**src/rtl/pwm_evt_pkg.sv**
```systemverilog
package pwm_evt_pkg;
    localparam int DATA_W = 8;
    localparam int ADDR_W = 3;
    localparam int EXP_W  = 2;

    typedef enum logic [2:0] {
        SRC_SYS       = 3'd0,
        SRC_PRESC     = 3'd1,
        SRC_EDGE      = 3'd2,
        SRC_GATE_SYS  = 3'd3,
        SRC_GATE_PRE  = 3'd4
    } src_e;

    typedef struct packed {
        logic             irq_en;
        logic             out_en;
        logic             pol;
        logic [EXP_W-1:0] exp;
        logic [2:0]       src;
    } ctrl_t;

    localparam logic [ADDR_W-1:0] A_CTRL   = 3'd0;
    localparam logic [ADDR_W-1:0] A_PERIOD = 3'd1;
    localparam logic [ADDR_W-1:0] A_DUTY   = 3'd2;
    localparam logic [ADDR_W-1:0] A_STATUS = 3'd3;
    localparam logic [ADDR_W-1:0] A_COUNT  = 3'd4;
endpackage

```
**src/rtl/evt_tick_sel.sv**
```systemverilog
module evt_tick_sel #(
    parameter int EXP_W  = 2,
    parameter int SYNC_W = 2
) (
    input  logic             clk,
    input  logic             rst_n,
    input  logic             ext_evt,
    input  logic [2:0]       src_i,
    input  logic [EXP_W-1:0] exp_i,
    output logic             tick_o
);
    import pwm_evt_pkg::*;

    localparam int PRE_W = (1 << EXP_W) - 1;

    typedef struct packed {
        logic [SYNC_W-1:0] sync;
        logic              prev;
        logic [PRE_W-1:0]  pre;
    } st_t;

    st_t st_d, st_q;
    logic [PRE_W-1:0] mask;
    logic             presc_tick;
    logic             lvl;
    logic             ext_edge;

    always_comb begin
        mask = '0;
        for (int i = 0; i < PRE_W; i++) begin
            if (i < int'(exp_i)) mask[i] = 1'b1;
        end
        presc_tick = ((st_q.pre & mask) == mask);
        lvl        = st_q.sync[SYNC_W-1];
        ext_edge   = lvl & ~st_q.prev;

        st_d      = st_q;
        st_d.sync = {st_q.sync[SYNC_W-2:0], ext_evt};
        st_d.prev = lvl;
        st_d.pre  = st_q.pre + 1'b1;

        case (src_i)
            SRC_SYS:      tick_o = 1'b1;
            SRC_PRESC:    tick_o = presc_tick;
            SRC_EDGE:     tick_o = ext_edge;
            SRC_GATE_SYS: tick_o = lvl;
            SRC_GATE_PRE: tick_o = lvl & presc_tick;
            default:      tick_o = 1'b0;
        endcase
    end

    always_ff @(posedge clk or negedge rst_n) begin
        if (!rst_n) st_q <= '0;
        else        st_q <= st_d;
    end

    AST_PRESC_SPACING: assert property (@(posedge clk) disable iff (!rst_n)
        (presc_tick && exp_i != '0) |=> (!presc_tick || exp_i == '0));
    AST_EDGE_SINGLE: assert property (@(posedge clk) disable iff (!rst_n)
        ext_edge |=> !ext_edge);
endmodule

```
**src/rtl/evt_count_core.sv**
```systemverilog
module evt_count_core #(
    parameter int CNT_W = 8
) (
    input  logic             clk,
    input  logic             rst_n,
    input  logic             tick_i,
    input  logic [CNT_W-1:0] period_i,
    input  logic [CNT_W-1:0] duty_i,
    input  logic             out_en_i,
    output logic [CNT_W-1:0] cnt_o,
    output logic             out_raw_o,
    output logic             hit_o,
    output logic             strobe_o
);
    typedef struct packed {
        logic [CNT_W-1:0] cnt;
        logic             out;
        logic             strobe;
    } st_t;

    st_t st_d, st_q;
    logic [CNT_W-1:0] nxt;
    logic             p_zero;
    logic             match_p;
    logic             match_d;

    always_comb begin
        nxt     = st_q.cnt + 1'b1;
        p_zero  = (period_i == '0);
        match_p = tick_i && !p_zero && (nxt == period_i);
        match_d = tick_i && !match_p && out_en_i && (nxt == duty_i);

        st_d        = st_q;
        st_d.strobe = match_p;
        if (p_zero)       st_d.cnt = '0;
        else if (match_p) st_d.cnt = '0;
        else if (tick_i)  st_d.cnt = nxt;

        if (!out_en_i || p_zero || match_p) st_d.out = 1'b0;
        else if (match_d)                   st_d.out = 1'b1;
    end

    always_ff @(posedge clk or negedge rst_n) begin
        if (!rst_n) st_q <= '0;
        else        st_q <= st_d;
    end

    assign cnt_o     = st_q.cnt;
    assign out_raw_o = st_q.out;
    assign strobe_o  = st_q.strobe;
    assign hit_o     = match_p;

    AST_CNT_HOLD: assert property (@(posedge clk) disable iff (!rst_n)
        (!tick_i && period_i != '0) |=> $stable(st_q.cnt));
    AST_STROBE_ZERO: assert property (@(posedge clk) disable iff (!rst_n)
        st_q.strobe |-> (st_q.cnt == '0));
    AST_PERIOD_ZERO: assert property (@(posedge clk) disable iff (!rst_n)
        (period_i == '0) |=> (st_q.cnt == '0 && !st_q.strobe && !st_q.out));
    AST_OUT_OFF: assert property (@(posedge clk) disable iff (!rst_n)
        !out_en_i |=> !st_q.out);
endmodule

```
**src/rtl/pwm_event_counter.sv**
```systemverilog
module pwm_event_counter (
    input  logic       clk,
    input  logic       rst_n,
    input  logic       wr_en,
    input  logic [2:0] wr_addr,
    input  logic [7:0] wr_data,
    input  logic [2:0] rd_addr,
    output logic [7:0] rd_data,
    input  logic       ext_evt,
    output logic       pwm_out,
    output logic       irq,
    output logic       period_strobe
);
    import pwm_evt_pkg::*;

    typedef struct packed {
        ctrl_t             ctrl;
        logic [DATA_W-1:0] period;
        logic [DATA_W-1:0] duty;
        logic              flag;
    } regs_t;

    regs_t r_d, r_q;
    logic              tick;
    logic              hit;
    logic              out_raw;
    logic [DATA_W-1:0] cnt;
    logic              clr_req;

    evt_tick_sel #(.EXP_W(EXP_W), .SYNC_W(2)) u_tick (
        .clk    (clk),
        .rst_n  (rst_n),
        .ext_evt(ext_evt),
        .src_i  (r_q.ctrl.src),
        .exp_i  (r_q.ctrl.exp),
        .tick_o (tick)
    );

    evt_count_core #(.CNT_W(DATA_W)) u_core (
        .clk      (clk),
        .rst_n    (rst_n),
        .tick_i   (tick),
        .period_i (r_q.period),
        .duty_i   (r_q.duty),
        .out_en_i (r_q.ctrl.out_en),
        .cnt_o    (cnt),
        .out_raw_o(out_raw),
        .hit_o    (hit),
        .strobe_o (period_strobe)
    );

    always_comb begin
        r_d     = r_q;
        clr_req = wr_en && (wr_addr == A_STATUS) && wr_data[0];
        if (wr_en) begin
            case (wr_addr)
                A_CTRL:   r_d.ctrl   = ctrl_t'(wr_data);
                A_PERIOD: r_d.period = wr_data;
                A_DUTY:   r_d.duty   = wr_data;
                default:  ;
            endcase
        end
        if (hit)          r_d.flag = 1'b1;
        else if (clr_req) r_d.flag = 1'b0;

        case (rd_addr)
            A_CTRL:   rd_data = r_q.ctrl;
            A_PERIOD: rd_data = r_q.period;
            A_DUTY:   rd_data = r_q.duty;
            A_STATUS: rd_data = {{(DATA_W-1){1'b0}}, r_q.flag};
            A_COUNT:  rd_data = cnt;
            default:  rd_data = '0;
        endcase
    end

    always_ff @(posedge clk or negedge rst_n) begin
        if (!rst_n) r_q <= '0;
        else        r_q <= r_d;
    end

    assign pwm_out = out_raw ^ r_q.ctrl.pol;
    assign irq     = r_q.flag & r_q.ctrl.irq_en;

    AST_FLAG_ON_STROBE: assert property (@(posedge clk) disable iff (!rst_n)
        period_strobe |-> r_q.flag);
    AST_FLAG_HOLD: assert property (@(posedge clk) disable iff (!rst_n)
        (r_q.flag && !clr_req) |=> r_q.flag);
endmodule

```
**config.mk**
```make
export PLATFORM = sky130hd
export DESIGN_NAME = pwm_event_counter
export DESIGN_NICKNAME = d
export VERILOG_FILES = /design/src/rtl/pwm_evt_pkg.sv /design/src/rtl/evt_tick_sel.sv /design/src/rtl/evt_count_core.sv /design/src/rtl/pwm_event_counter.sv
export SDC_FILE = /design/constraint.sdc
export NUM_CORES = 1
export LEC_CHECK = 0
export CORE_UTILIZATION = 60
export DETAILED_ROUTE_END_ITERATION = 16
export PLACE_DENSITY = 0.85
export SLEW_MARGIN = 30
export SYNTH_ARGS = -nofsm -noshare
export SYNTH_HDL_FRONTEND = slang
export SYNTH_SLANG_ARGS = --single-unit
```
**constraint.sdc**
```tcl
create_clock -name clk -period 4.2 [get_ports clk]
set_input_delay 1.05 -clock clk [delete_from_list [all_inputs] [get_ports clk]]
set_output_delay 1.05 -clock clk [all_outputs]
set_load 0.1 [all_outputs]
```
==> results of run 1 <==
-- how the worst max path moves through the flow --
stage,startpoint,end,cells after the start
detailed placement,rd_addr[0],rd_data[4],6
global route,rd_addr[0],rd_data[4],6
finish,rd_addr[0],rd_data[4],6
global placement,rd_addr[0],rd_data[4],6
floorplan,rd_addr[2],rd_data[0],5
CTS,rd_addr[0],rd_data[4],6
-- cells by family (layout without fill, tap and decap cells) --
group,Yosys count,count (layout),synth area share (%)
simple gates,84,84,19.0
compound gates,52,52,12.7
flops,41,41,42.2
mux,32,32,14.4
xor+xnor,18,18,6.49
buf+inv,15,45,4.17
fa+ha+maj,2,2,1.03
-- flip-flops by register name, summed over array words and instances (netlist names) --
signal	flops
u_core.cnt_o	8
u_core.out_raw_o	1
u_tick.st_d	1
u_core.strobe_o	1
u_tick.st_q	4
u_tick.lvl	1
r_q	25
-- per-layer routing --
metal | GRT usage, % | part of all wire, % | up-vias
li1 | - | - | 926
met1 | 41.6 | 45 | 935
met2 | 46.3 | 46 | 76
met3 | 6.25 | 6.4 | 15
met4 | 10.1 | 2.4 | 0
met5 | 0 | 0 | -
-- area by class of cell --
class	count	area, µm²
multi-input cells	188	1310
flip-flops and latches	41	1030
fillers	227	841
repair buffers	35	410
clock buffers	7	86.3
well taps	48	60.1
clock inverters	1	30.0
inverters	2	7.51
-- metrics by stage --
stage                     area (µm²)  power [mW]  utilization (%)  hold slack (ps)
after floorplan                 2430        1.26                -              331
after global placement          2810        1.42             74.4              350
after detailed placement        2810        1.44             74.4              350
after CTS                       2920        1.78             77.5              367
after global routing            2930        1.90             77.7              385
final                           2930        1.79             77.7              369
-- report_power, final --
group / internal (mW) / switching [mW] / leakage, nW / total [mW]
Sequential: 0.485 / 0.157 / 0.484 / 0.642
Combinational: 0.361 / 0.453 / 0.678 / 0.814
Clock: 0.194 / 0.135 / 0.0585 / 0.329
-- worst max-delay path, delay by kind of cell --
kind                   cells  cell delay, ps
and+or+nand+nor            1             330
AOI/OAI and AO/OA          2             320
buffers and inverters      3             890
-- cell usage in the layout, fill, tap and decap left out, types with 2 or more instances in the layout --
cell	n
o21ai_1	12
and2b_2	2
nor2b_1	2
a21boi_0	2
o21ai_0	4
mux2_2	23
nand3_1	7
a211o_1	2
nor3_1	5
xor2_1	9
xnor2_1	9
nor3_4	2
buf_4	8
nor3b_1	4
clkdlybuf4s50_1	19
mux2i_1	9
a31oi_1	4
clkbuf_8	6
inv_1	2
nand2_1	26
and2_1	2
nand3b_1	2
dfrtp_1	41
buf_12	8
a21oi_1	21
nor2_1	15
or4_1	2
nand2b_1	3
ha_1	2
==> out/metrics.cfg, run 1 <==
[cts]
clock_path_buffers=2
cts.clk_slew.worst_paths_ps=80
post_cts_buffers=0
cts_resized=0
cts_sinks=41
cts_tree=done
numCtsBuffers=5
clk_latency_ps=290
root_buffer=clkbuf_8
htreeDepth=2
holdBufCountCts=0

[floorplanning]
ioPinCount=29
coreArea_um2=3770
die_x_um=65.7
start_util_pct=64.5
die-area_um2=4310
die_h_um=65.7
fp-row-count=22

[grt]
grt_max_degree=42
grt_overflow=0
antenna_found_initial=0
grt_pass1_wl_mm=9.56
grt.total_usage_pct=30.0
grt_pass1_vias=1924

[sta]
worst_pin_slew_ps=965
setup_slack_ps=558
relSlewSlack_pct=35.4
rsz0062_at_grt=no
setup_viol_count_final=0
fmax_mhz=275
hold_viol=0
finalCriticalPeriod_ps=3640
drv_slew=0
tns_ps=0
fin_crit_sh_pct=86.7
fin_skew_ps=3.69

[placement]
io_buffers=28
dp.cells=314
gp_congestion=0.876
dp_hpwl_mm=3.95
pre_cts_slack_ps=598

[worst_setup_path]
r2r.worst_path.cells=8
worstReg2RegEnd=r_q[0]
r2r_start=u_core.cnt_o[0]
crit_chain=clkdlybuf4s50_1 -> nor2b_1 -> buf_4 -> a21oi_1 -> o21ai_1 -> buf_12
cp_slowest_stage_delay_ps=470
cp_max_fo=5
slowest_stage=clkdlybuf4s50_1
cp-end-kind=output pin
arrival_ps=2590
critPathLaunchType=input port
required_ps=3150
rrSetupSlack_ps=1400
worstSetupPathType=in2out

[synthesis]
synth-seq-cells=41
syn-num-nets=264
synth.largest_area_cell=dfrtp_1
netlist_area_um2=2430
synth_edf_count=0
yosysSeqAreaShare_pct=42.2
synthCells=244
synthFlopType=dfrtp_1
yosysMostFrequentCell=dfrtp_1
synth_area_leaders=dfrtp_1, mux2_2, a21oi_1, nand2_1, mux2i_1
avgSynthCellArea_um2=9.96
ys_async_sr_fraction_pct=100
ys_warn_count=0
yosys-top-cells-count=dfrtp_1, nand2_1, mux2_2, a21oi_1, nor2_1
yosysTopAreaCellShare_pct=42.2
synth_cell_types=51

[detailed_routing]
via_per_inst=6.06
drt_wl_total_mm=5.60
dr.pass1.iters=4
wl_per_cell_um=17.4
num_vias=1952
first_iter_violations=129
drc=0
drtAntennaViolNets=0

[flow_run]
maxCapViolations=0

[layout]
finalNonFillerCells=322
syn_to_final_growth_pct=20.5
antennaDiodeCount=0
final_nets=293
drive_gt1_share_pct=20.8

[power]
p_leak_nw=1.22
powerDensity_nw_per_um2=609
ir_drop_v=0.000358

[min_path]
worstHoldPathType=reg2reg
min_path_cells=0
whs_endpoint=u_tick.lvl
min_from=u_tick.st_d[5]

[outcome]
status=finished clean

Note: power is estimated with default switching activity, not from simulation.
==> run 2, diff against run 1 <==
Settings changed: ABC_AREA set to 1, CORE_UTILIZATION 60 to 51, PLACE_DENSITY 0.85 to 0.74, SLEW_MARGIN 30 to unset.
==> run 2 against run 1 <==
Effect of this change:
- global-route usage decreased by 4.2 points
- clock power decreased by 4%
- core utilization shrank 12 points
- setup slack got worse by 4.7 ps
- cell area grew 0.34%
- largest power group unchanged
- highest routed layer unchanged
==> out/metrics.cfg, run 2 <==
[outcome]
status=finished clean

[sta]
rsz0062_at_grt=no
fmax_mhz=274  ; -0.13%
relSlewSlack_pct=35.5  ; about the same
drv_slew=0  ; unchanged
hold_viol=0  ; unchanged
worst_pin_slew_ps=965  ; -0.260 ps
setup_viol_count_final=0  ; unchanged
fin_crit_sh_pct=86.8  ; +0.11 points
fin_skew_ps=3.99  ; +0.300 ps
finalCriticalPeriod_ps=3650  ; +4.69 ps
whs_ps=353  ; -15.7 ps
tns_ps=0  ; unchanged

[detailed_routing]
drtAntennaViolNets=0  ; unchanged
wl_per_cell_um=13.3  ; -24%
met1_length_mm=2.62  ; +4.3%
wl_met3_um=322  ; -9.6%
via_per_inst=5.47  ; -9.8%
num_vias=2350  ; +20%
first_iter_violations=203  ; +57%
top_layer=met4
drc=0  ; unchanged
dr.pass1.iters=5  ; +1
drt_wl_total_mm=5.70  ; +1.8%
wl_met2_mm=2.67  ; +2.9%

[floorplanning]
start_util_pct=54.2  ; -10 points
fp-row-count=24  ; +9.1%
die-area_um2=5030  ; +17%
die_h_um=70.9  ; +8.0%
ioPinCount=29  ; unchanged
coreArea_um2=4470  ; +19%
die_x_um=70.9  ; +8.0%

[placement]
dp_hpwl_mm=4.45  ; +13%
io_buffers=28  ; unchanged
gp_congestion=0.903  ; +3.1%

[synthesis]
yosysSeqAreaShare_pct=42.3  ; +0.13 points
ys_warn_count=0  ; unchanged
synth_cell_types=26  ; -49%
synth-seq-cells=41  ; unchanged
yosys-top-cells-count=nand2_1, inv_1, dfrtp_1, nand3_1, o21ai_0
avgSynthCellArea_um2=7.02  ; -29%
syn-num-nets=365  ; +38%
ys_async_sr_fraction_pct=100  ; unchanged
synth_edf_count=0  ; unchanged
synth_area_leaders=dfrtp_1, nand2_1, nand3_1, inv_1, o21ai_0
synth.largest_area_cell=dfrtp_1
yosysTopAreaCellShare_pct=42.3  ; +0.13 points
yosysMostFrequentCell=nand2_1
synthFlopType=dfrtp_1
synthCells=345  ; +41%
netlist_area_um2=2420  ; -0.31%

[grt]
grt_max_degree=42  ; unchanged
grt.total_usage_pct=25.8  ; -4.2 points
grt_overflow=0  ; unchanged
grt_pass1_wl_mm=10.0  ; +5.1%
antenna_found_initial=0  ; unchanged
grt_pass1_vias=2172  ; +13%

[min_path]
whs_endpoint=u_tick.lvl
worstHoldPathType=reg2reg
min_from=u_tick.st_d[5]
min_path_cells=0  ; unchanged

[layout]
final_cell_mix=nand2_1, inv_1, nand3_1, dfrtp_1, o21ai_0
antennaDiodeCount=0  ; unchanged
utilization_pct=65.7  ; -12 points
regMostFlops=r_q
syn_to_final_growth_pct=21.3
final_nets=397  ; +35%
drive_gt1_share_pct=10.8  ; -10 points
final_common_cell=nand2_1
largest_reg_flops=25  ; unchanged

[worst_setup_path]
arrival_ps=2600  ; about the same
cp-end-kind=output pin
critPathLaunchType=input port
r2r.worst_path.cells=12  ; +4
rrSetupSlack_ps=2060  ; +660 ps
worstSetupPathType=in2out
worstReg2RegEnd=u_core.cnt_o[6]
r2r_start=u_core.cnt_o[0]
cp_max_fo=8  ; +3
required_ps=3150  ; about the same

[cts]
cts_resized=0  ; unchanged
numCtsBuffers=5  ; unchanged
htreeDepth=2  ; unchanged
clock_path_buffers=2  ; unchanged
cts_sinks=41  ; unchanged
cts.clk_slew.worst_paths_ps=80  ; about the same
holdBufCountCts=0  ; unchanged
post_cts_buffers=0  ; unchanged
clk_latency_ps=290  ; about the same
root_buffer=clkbuf_8
cts_tree=done

[power]
ir_drop_v=0.000305  ; -15%
p_leak_nw=1.47  ; +20%
powerDensity_nw_per_um2=506  ; -17%

[flow_run]
maxCapViolations=0  ; unchanged

## run 2: cell types whose count changed after synthesis, sizes merged, moves of 8 or more
cell	delta
inv	+48
nand3	+36
nand4	+10
mux2i	-9
xnor2	-9
o21ai	+20
nor2	+8
mux2	-23
a21oi	-19
nand2	+96
## run 2: kinds of logic (layout without fill, tap and decap cells)
group	after synthesis	count (layout)	synth area share [%]
XOR/XNOR	2	2	0.723
AO/OA/AOI/OAI	39	39	8.21
flip-flops	41	41	42.3
adder cells (fa/ha/maj)	2	2	1.03
buffers and inverters	55	88	9.09
AND/OR/NAND/NOR	206	206	38.6
## run 2: how the worst max path moves through the flow
stage | end | startpoint | slack [ps] | cells after the start
floorplan | rd_data[0] | rd_addr[2] | 710 | 6
global placement | rd_data[0] | rd_addr[1] | 630 | 6
detailed placement | rd_data[0] | rd_addr[1] | 600 | 6
CTS | rd_data[0] | rd_addr[1] | 590 | 6
global route | rd_data[0] | rd_addr[1] | 480 | 8
finish | rd_data[0] | rd_addr[1] | 550 | 6
## run 2: area by class of cell
class	count	area, µm²
clock buffer	6	72.6
clock inverter	2	38.8
fill	396	1530
inverter	50	190
multi-input combinational	249	1180
sequential	41	1030
tap	52	65.1
timing repair buffer	30	370
## run 2: routing by layer
| metal | up-vias | global-route usage (%) |
|---|---|---|
| met5 | - | 0 |
| met4 | 0 | 8.22 |
| met2 | 77 | 41.6 |
| met1 | 1092 | 34.8 |
| li1 | 1168 | - |
| met3 | 13 | 5.70 |
## run 2: power by group
part	internal, mW	switching (mW)	total (mW)	leakage [nW]
sequential	0.465	0.111	0.576	0.521
clock	0.178	0.137	0.315	0.0554
combinational	0.202	0.393	0.595	0.893
## run 2: per-stage QoR
| stage | std cells | area, µm² | total power [mW] | setup WS, ps |
|---|---|---|---|---|
| after global routing | 430 | 2940 | 1.59 | 481 |
| final | 430 | 2940 | 1.49 | 553 |
| after detailed placement | 422 | 2830 | 1.17 | 596 |
| after global placement | 422 | 2830 | 1.16 | 631 |
| after CTS | 430 | 2940 | 1.49 | 594 |
| after floorplan | 345 | 2420 | 0.999 | 710 |
## run 2: worst max-delay path, stage by stage
cell and delay, ps:
clkdlybuf4s50_1 550, nand2_1 70, nor2_1 420, a221oi_1 180, nand2_1 140, buf_12 180
